**config.mk**
```make
export PLATFORM = sky130hd
export DESIGN_NAME = bus_decode_clkgen
export DESIGN_NICKNAME = d
export VERILOG_FILES = /design/src/rtl/busdec_pkg.sv /design/src/rtl/addr_map.sv /design/src/rtl/stretch_seq.sv /design/src/rtl/bus_decode_clkgen.sv
export SDC_FILE = /design/constraint.sdc
export NUM_CORES = 1
export LEC_CHECK = 0
export ABC_AREA = 1
export BUFFER_PORTS_ARGS = -buffer_cell sky130_fd_sc_hd__buf_2
export CORE_ASPECT_RATIO = 1.1
export CORE_MARGIN = 4
export CORE_UTILIZATION = 35
export DETAILED_ROUTE_END_ITERATION = 10
export PLACE_DENSITY = 0.65
export SYNTH_ARGS = -nofsm -noshare
export SYNTH_HDL_FRONTEND = slang
export SYNTH_SLANG_ARGS = --single-unit
export TNS_END_PERCENT = 100
```
**constraint.sdc**
```tcl
create_clock -name dot_clk -period 1.5 [get_ports dot_clk]
set_input_delay 0.15 -clock dot_clk [delete_from_list [all_inputs] [get_ports dot_clk]]
set_output_delay 0.15 -clock dot_clk [all_outputs]
set_load 0.01 [all_outputs]
```
**src/rtl/busdec_pkg.sv**
```systemverilog
package busdec_pkg;

  // Region codes; value minus one is the chip-select bit index.
  typedef enum logic [3:0] {
    RG_NONE   = 4'd0,
    RG_SYSRAM = 4'd1,
    RG_CRTC   = 4'd2,
    RG_GATE   = 4'd3,
    RG_COMM   = 4'd4,
    RG_SCREEN = 4'd5,
    RG_ATTR   = 4'd6,
    RG_ROM_LO = 4'd7,
    RG_ROM_HI = 4'd8
  } region_e;

  localparam int NUM_CS = 8;

  // Peripheral register windows: stretched in every column mode.
  function automatic logic is_io(region_e r);
    return (r == RG_GATE) || (r == RG_COMM);
  endfunction

  // Devices that are slow only at the wide-format clock rate.
  function automatic logic is_wide_slow(region_e r);
    return (r == RG_ROM_LO) || (r == RG_ROM_HI) || (r == RG_CRTC);
  endfunction

endpackage

```
**src/rtl/addr_map.sv**
```systemverilog
module addr_map
  import busdec_pkg::*;
#(
  parameter int ADDR_W      = 24,
  parameter int ROM_LO_BANK = 1,
  parameter int ROM_HI_BANK = 3
) (
  input  logic [ADDR_W-1:0] addr,
  input  logic              rnw,
  output region_e           region
);

  localparam int BANK_W = ADDR_W - 16;

  logic [BANK_W-1:0] bank;
  logic [2:0]        blk8k;

  assign bank  = addr[ADDR_W-1:16];
  assign blk8k = addr[15:13];

  always_comb begin
    region = RG_NONE;
    if (bank == '0) begin
      unique case (blk8k)
        3'd0:       region = RG_SYSRAM;
        3'd1:       region = RG_CRTC;
        3'd2:       region = RG_GATE;
        3'd3:       region = RG_COMM;
        3'd4, 3'd5: region = RG_SCREEN;
        default:    region = RG_ATTR;
      endcase
    end else if (rnw && bank == BANK_W'(ROM_LO_BANK)) begin
      region = RG_ROM_LO;
    end else if (rnw && bank == BANK_W'(ROM_HI_BANK)) begin
      region = RG_ROM_HI;
    end
  end

endmodule

```
**src/rtl/stretch_seq.sv**
```systemverilog
module stretch_seq
  import busdec_pkg::*;
#(
  parameter int DIV = 10
) (
  input  logic    clk,
  input  logic    rst,
  input  region_e region_in,
  input  logic    rnw_in,
  input  logic    wide,
  output region_e cyc_region,
  output logic    cyc_wr,
  output logic    lo_phase
);

  localparam int LEN_SHORT = DIV;
  localparam int LEN_LONG  = 2 * DIV;
  localparam int HI_SHORT  = DIV / 2;
  localparam int HI_LONG   = DIV / 2 + DIV;
  localparam int CW        = $clog2(LEN_LONG);

  logic [CW-1:0] cnt_q, cnt_n;
  logic          long_q, long_n;
  region_e       reg_n;
  logic          wr_n, lo_n, wrap, need;

  assign need = is_io(region_in) || (wide && is_wide_slow(region_in));
  assign wrap = long_q ? (cnt_q == CW'(LEN_LONG - 1)) : (cnt_q == CW'(LEN_SHORT - 1));

  always_comb begin
    cnt_n  = CW'(cnt_q + 1'b1);
    long_n = long_q;
    reg_n  = cyc_region;
    wr_n   = cyc_wr;
    if (wrap) begin
      cnt_n  = '0;
      long_n = need;
      reg_n  = region_in;
      wr_n   = !rnw_in;
    end
    lo_n = long_n ? (cnt_n >= CW'(HI_LONG)) : (cnt_n >= CW'(HI_SHORT));
  end

  always_ff @(posedge clk) begin
    if (rst) begin
      cnt_q      <= CW'(LEN_SHORT - 1);
      long_q     <= 1'b0;
      cyc_region <= RG_NONE;
      cyc_wr     <= 1'b0;
      lo_phase   <= 1'b1;
    end else begin
      cnt_q      <= cnt_n;
      long_q     <= long_n;
      cyc_region <= reg_n;
      cyc_wr     <= wr_n;
      lo_phase   <= lo_n;
    end
  end

  // A stretched cycle may only be running for a slow device class.
  AST_STRETCH_CLASS: assert property (@(posedge clk) disable iff (rst)
    long_q |-> (is_io(cyc_region) || is_wide_slow(cyc_region)));

endmodule

```
**src/rtl/bus_decode_clkgen.sv**
```systemverilog
module bus_decode_clkgen
  import busdec_pkg::*;
#(
  parameter int ADDR_W = 24,
  parameter int DIV    = 10
) (
  input  logic              dot_clk,
  input  logic              rst,
  input  logic [ADDR_W-1:0] cpu_addr,
  input  logic              cpu_rnw,
  input  logic              col132,
  input  logic              page_bit,
  output logic              cs_sysram,
  output logic              cs_crtc,
  output logic              cs_gate,
  output logic              cs_comm,
  output logic              cs_screen,
  output logic              cs_attr,
  output logic              cs_rom_lo,
  output logic              cs_rom_hi,
  output logic              we_screen,
  output logic              we_attr,
  output logic              we_cgen,
  output logic              cpu_clk,
  output logic              crtc_cclk,
  output logic              disp_a14
);

  region_e           dec_region, cyc_region;
  logic              cyc_wr, lo_phase;
  logic [NUM_CS-1:0] cs_vec;

  addr_map #(.ADDR_W(ADDR_W)) u_map (
    .addr   (cpu_addr),
    .rnw    (cpu_rnw),
    .region (dec_region)
  );

  stretch_seq #(.DIV(DIV)) u_seq (
    .clk        (dot_clk),
    .rst        (rst),
    .region_in  (dec_region),
    .rnw_in     (cpu_rnw),
    .wide       (col132),
    .cyc_region (cyc_region),
    .cyc_wr     (cyc_wr),
    .lo_phase   (lo_phase)
  );

  for (genvar i = 0; i < NUM_CS; i++) begin : g_cs
    assign cs_vec[i] = (cyc_region == region_e'(4'(i + 1)));
  end

  assign cs_sysram = cs_vec[RG_SYSRAM - 1];
  assign cs_crtc   = cs_vec[RG_CRTC - 1];
  assign cs_gate   = cs_vec[RG_GATE - 1];
  assign cs_comm   = cs_vec[RG_COMM - 1];
  assign cs_screen = cs_vec[RG_SCREEN - 1];
  assign cs_attr   = cs_vec[RG_ATTR - 1];
  assign cs_rom_lo = cs_vec[RG_ROM_LO - 1];
  assign cs_rom_hi = cs_vec[RG_ROM_HI - 1];

  assign we_screen = lo_phase && cyc_wr && cs_screen;
  assign we_attr   = lo_phase && cyc_wr && cs_attr;
  assign we_cgen   = lo_phase && cyc_wr && cs_gate;

  assign cpu_clk   = !lo_phase;
  assign crtc_cclk = lo_phase;

  always_ff @(posedge dot_clk) begin
    if (rst) disp_a14 <= 1'b0;
    else     disp_a14 <= page_bit;
  end

  AST_CS_ONEHOT: assert property (@(posedge dot_clk) disable iff (rst)
    $onehot0(cs_vec));

  AST_CS_HOLD: assert property (@(posedge dot_clk) disable iff (rst)
    !$rose(cpu_clk) |-> $stable(cs_vec));

  AST_ROM_READ_ONLY: assert property (@(posedge dot_clk) disable iff (rst)
    (cs_rom_lo || cs_rom_hi) |-> !cyc_wr);

  AST_WE_LOW_PHASE: assert property (@(posedge dot_clk) disable iff (rst)
    (we_screen || we_attr || we_cgen) |-> !cpu_clk);

  AST_WE_SINGLE: assert property (@(posedge dot_clk) disable iff (rst)
    $onehot0({we_screen, we_attr, we_cgen}));

endmodule

```
==> impl_metrics.yaml <==
synth:
  synth_top_area_share_pct: 27.96
  ys_warn_count: 0
  synth_nets: 182
  netlist_area_um2: 930.9
  yosys-top-cells-area: "dfxtp_1, nand2_1, inv_1"
  yosysSeqAreaShare_pct: 27.96
  syn_inst: 150
  synth.largest_area_cell: "dfxtp_1"
  postSynthAreaPerCell_um2: 6.206
  ys_types: 23
  ys_seq_elements: 13
timing:
  final_hold_viol_count: 0
  setup_viol: 1
  fin_crit_sh_pct: 104.1
  finalMaxSlewViolations: 0
  worst_slew_pin_slew_ns: 0.3124
  fin_setup_tns_ns: -0.06222
  slew_headroom_pct: 79.00
  finClkSkew_ns: 0.009066
  timing.fmax_ghz: 0.6401
  timing.final.ws_setup_ns: -0.06222
  min_period_ns: 1.562
  hold_slack_ns: 0.05624
  grt_setup_unrepaired: "yes"
layout:
  diodes: 0
  area_growth_pct: 43.95
  final_core_util_pct: 53.18
  stdcell_count: 225
  nets: 227
  final_cell_mix: "nand2_1, buf_2, inv_1"
  nFillCells: 249
  drive_gt1_share_pct: 40.72
  final_common_cell: "nand2_1"
worst_setup_path:
  worstPathArrival_ns: 1.79
  r2r_slack_ns: -0.06
  startpoint: "u_seq.cnt_q[1]$_SDFF_PP0_"
  cp_slowest_stage_delay_ns: 0.38
  crit_path_start_kind: "flip-flop"
  cp_slowest_cell: "dfxtp_4"
  r2r-start: "u_seq.cnt_q[1]$_SDFF_PP0_"
  path_depth: 8
  critPathMaxFanout: 5
  crit_chain: "ha_4, nand2_2, inv_1, nor2_2, nand2_1, o31ai_1, nand2_1, nand3_2"
  cp_num_buf_inv: 1
  reg2regPathDepth: 8
  crit_path_end_kind: "flip-flop"
  cp_top_family: "simple AND/OR/NAND/NOR gates"
  worstReg2RegEnd: "u_seq.lo_phase$_SDFF_PP1_"
  cpMostUsedCell: "nand2_1"
  path_class: "flip-flop to flip-flop"
  cp.required_ns: 1.72
clock_tree:
  tritoncts: "built"
  clock-root-buffer: "clkbuf_4"
  h-tree-depth: 1
  clkTransAtPathRegs_ns: 0.08
  clockBufferDepth: 2
  postCtsHoldBufs: 0
  cts.sinks: 13
  numCtsBuffers: 3
  insertion_delay_ns: 0.28
route:
  via_per_inst: 5.009
  post_drt_wl_per_cell_um: 11.69
  wl_um: 2630
  drt_iter0_drc: 25
  post-route-drc-count: 0
  first_pass_iters: 4
  antenna_left: 0
  vias: 1127
outcome:
  status: "finished, violations left"
  violations: "negative setup slack"
die:
  start_util_pct: 36.94
  row_count: 19
  die_x_um: 57.17
  design.die.area_um2: 3550
  core_area_um2: 2520
  die_y_um: 62.09
  ios: 43
power:
  powerDensity_nw_per_um2: 849.8
  leakagePower_nw: 0.7269
  ir_drop_uv: 578.6
placement:
  dp.cells: 217
  dp_hpwl_um: 1841
  place_congestion: 0.8414
  port_buffers: 29
global_route:
  grt_usage_pct: 13.71
  grt_pass1_vias: 980
  grt-ovfl-total: 0
  grt_start_max_net_pins: 12
  antenna_found_initial: 0
  grt_first_pass_wirelength_um: 3870
worst_hold_path:
  min_to: "u_seq.cyc_wr$_SDFFE_PP0P_"
  hold_path.class: "primary input to flip-flop"
  hold_depth: 2
  min_from: "cpu_rnw"
flow_run:
  cap_viol_max_count: 0
==> worst reg2reg max path, stage by stage, from the launching register on <==
cell and delay [ns]:
dfxtp_4 0.38, ha_4 0.16, nand2_2 0.07, inv_1 0.07, nor2_2 0.17, nand2_1 0.10
o31ai_1 0.33, nand2_1 0.15, nand3_2 0.07
==> power by group <==
| part | internal (W) | total [W] | switching (W) |
|---|---|---|---|
| combinational | 0.000207 | 0.000482 | 0.000274 |
| sequential | 0.000389 | 0.000437 | 0.0000476 |
| clock | 0.000103 | 0.000220 | 0.000117 |
==> repair_timing <==
item                                    CTS  global route
endpoints found under the setup margin    2             7
gates resized for setup                   6            27
hold endpoints to repair                  0             0
pin swaps                                 0             9
gates cloned                              0             1
buffers inserted                          0             3
==> sequential cells by signal (all words and copies together) (netlist names) <==
signal and cells:
u_seq.cyc_region 4, u_seq.cnt_q 5, u_seq.lo_phase 1, u_seq.long_q 1
u_seq.cyc_wr 1, disp_a14 1
==> how the worst max path moves through the flow <==
stage                                           end  slack (ns)
after CTS                 u_seq.lo_phase$_SDFF_PP1_       -0.03
after global placement    u_seq.lo_phase$_SDFF_PP1_       -0.07
after global routing      u_seq.lo_phase$_SDFF_PP1_        -0.1
final                     u_seq.lo_phase$_SDFF_PP1_       -0.06
after floorplan           u_seq.lo_phase$_SDFF_PP1_        0.05
after detailed placement  u_seq.lo_phase$_SDFF_PP1_       -0.08
==> kinds of logic (layout without fill, tap and decap cells) <==
family | Yosys count | count (layout) | synth area share (%)
buf+inv | 28 | 71 | 12.10
flops | 13 | 13 | 27.96
simple gates | 88 | 89 | 44.22
compound gates | 18 | 18 | 11.69
fa+ha+maj | 3 | 3 | 4.033
==> synthesized netlist by cell type <==
cell type,instances
a211oi_1,1
a21oi_1,5
buf_6,1
dfxtp_1,13
ha_1,3
inv_1,24
inv_2,3
nand2_1,39
nand2_2,2
nand3_1,11
nand3_2,3
nand3b_1,1
nand4_1,3
nor2_1,14
nor2_2,1
nor2_4,1
nor3_1,8
nor4_1,4
o21a_1,1
o21ai_0,7
o21ai_2,3
o31ai_1,1
or2_2,1
==> layout make-up <==
class,instances,area [um2],share of cell area (%)
Multi-Input combinational cell,110,669.4,49.95
Tap cell,31,38.79,2.894
Inverter,27,101.3,7.563
Clock buffer,4,26.28,1.961
Sequential cell,13,272.8,20.35
Timing Repair Buffer,40,231.5,17.27
==> routing by layer <==
layer / GRT usage [%] / wire length [um]
met1: 15.26 / 1087
met4: 7.616 / 26
met3: 2.273 / 190
met5: 0 / 0
met2: 25.29 / 1326
==> metrics by stage <==
stage | area (um2) | power, W | setup WS [ns]
final | 1340 | 0.001139 | -0.06222
after global routing | 1340 | 0.001213 | -0.09932
after CTS | 1211 | 0.001028 | -0.02829
after detailed placement | 1164 | 0.0008046 | -0.08249
after global placement | 1164 | 0.0007929 | -0.07322
after floorplan | 930.9 | 0.0006706 | 0.05111
No activity file was read; power rests on OpenSTA's default activity.
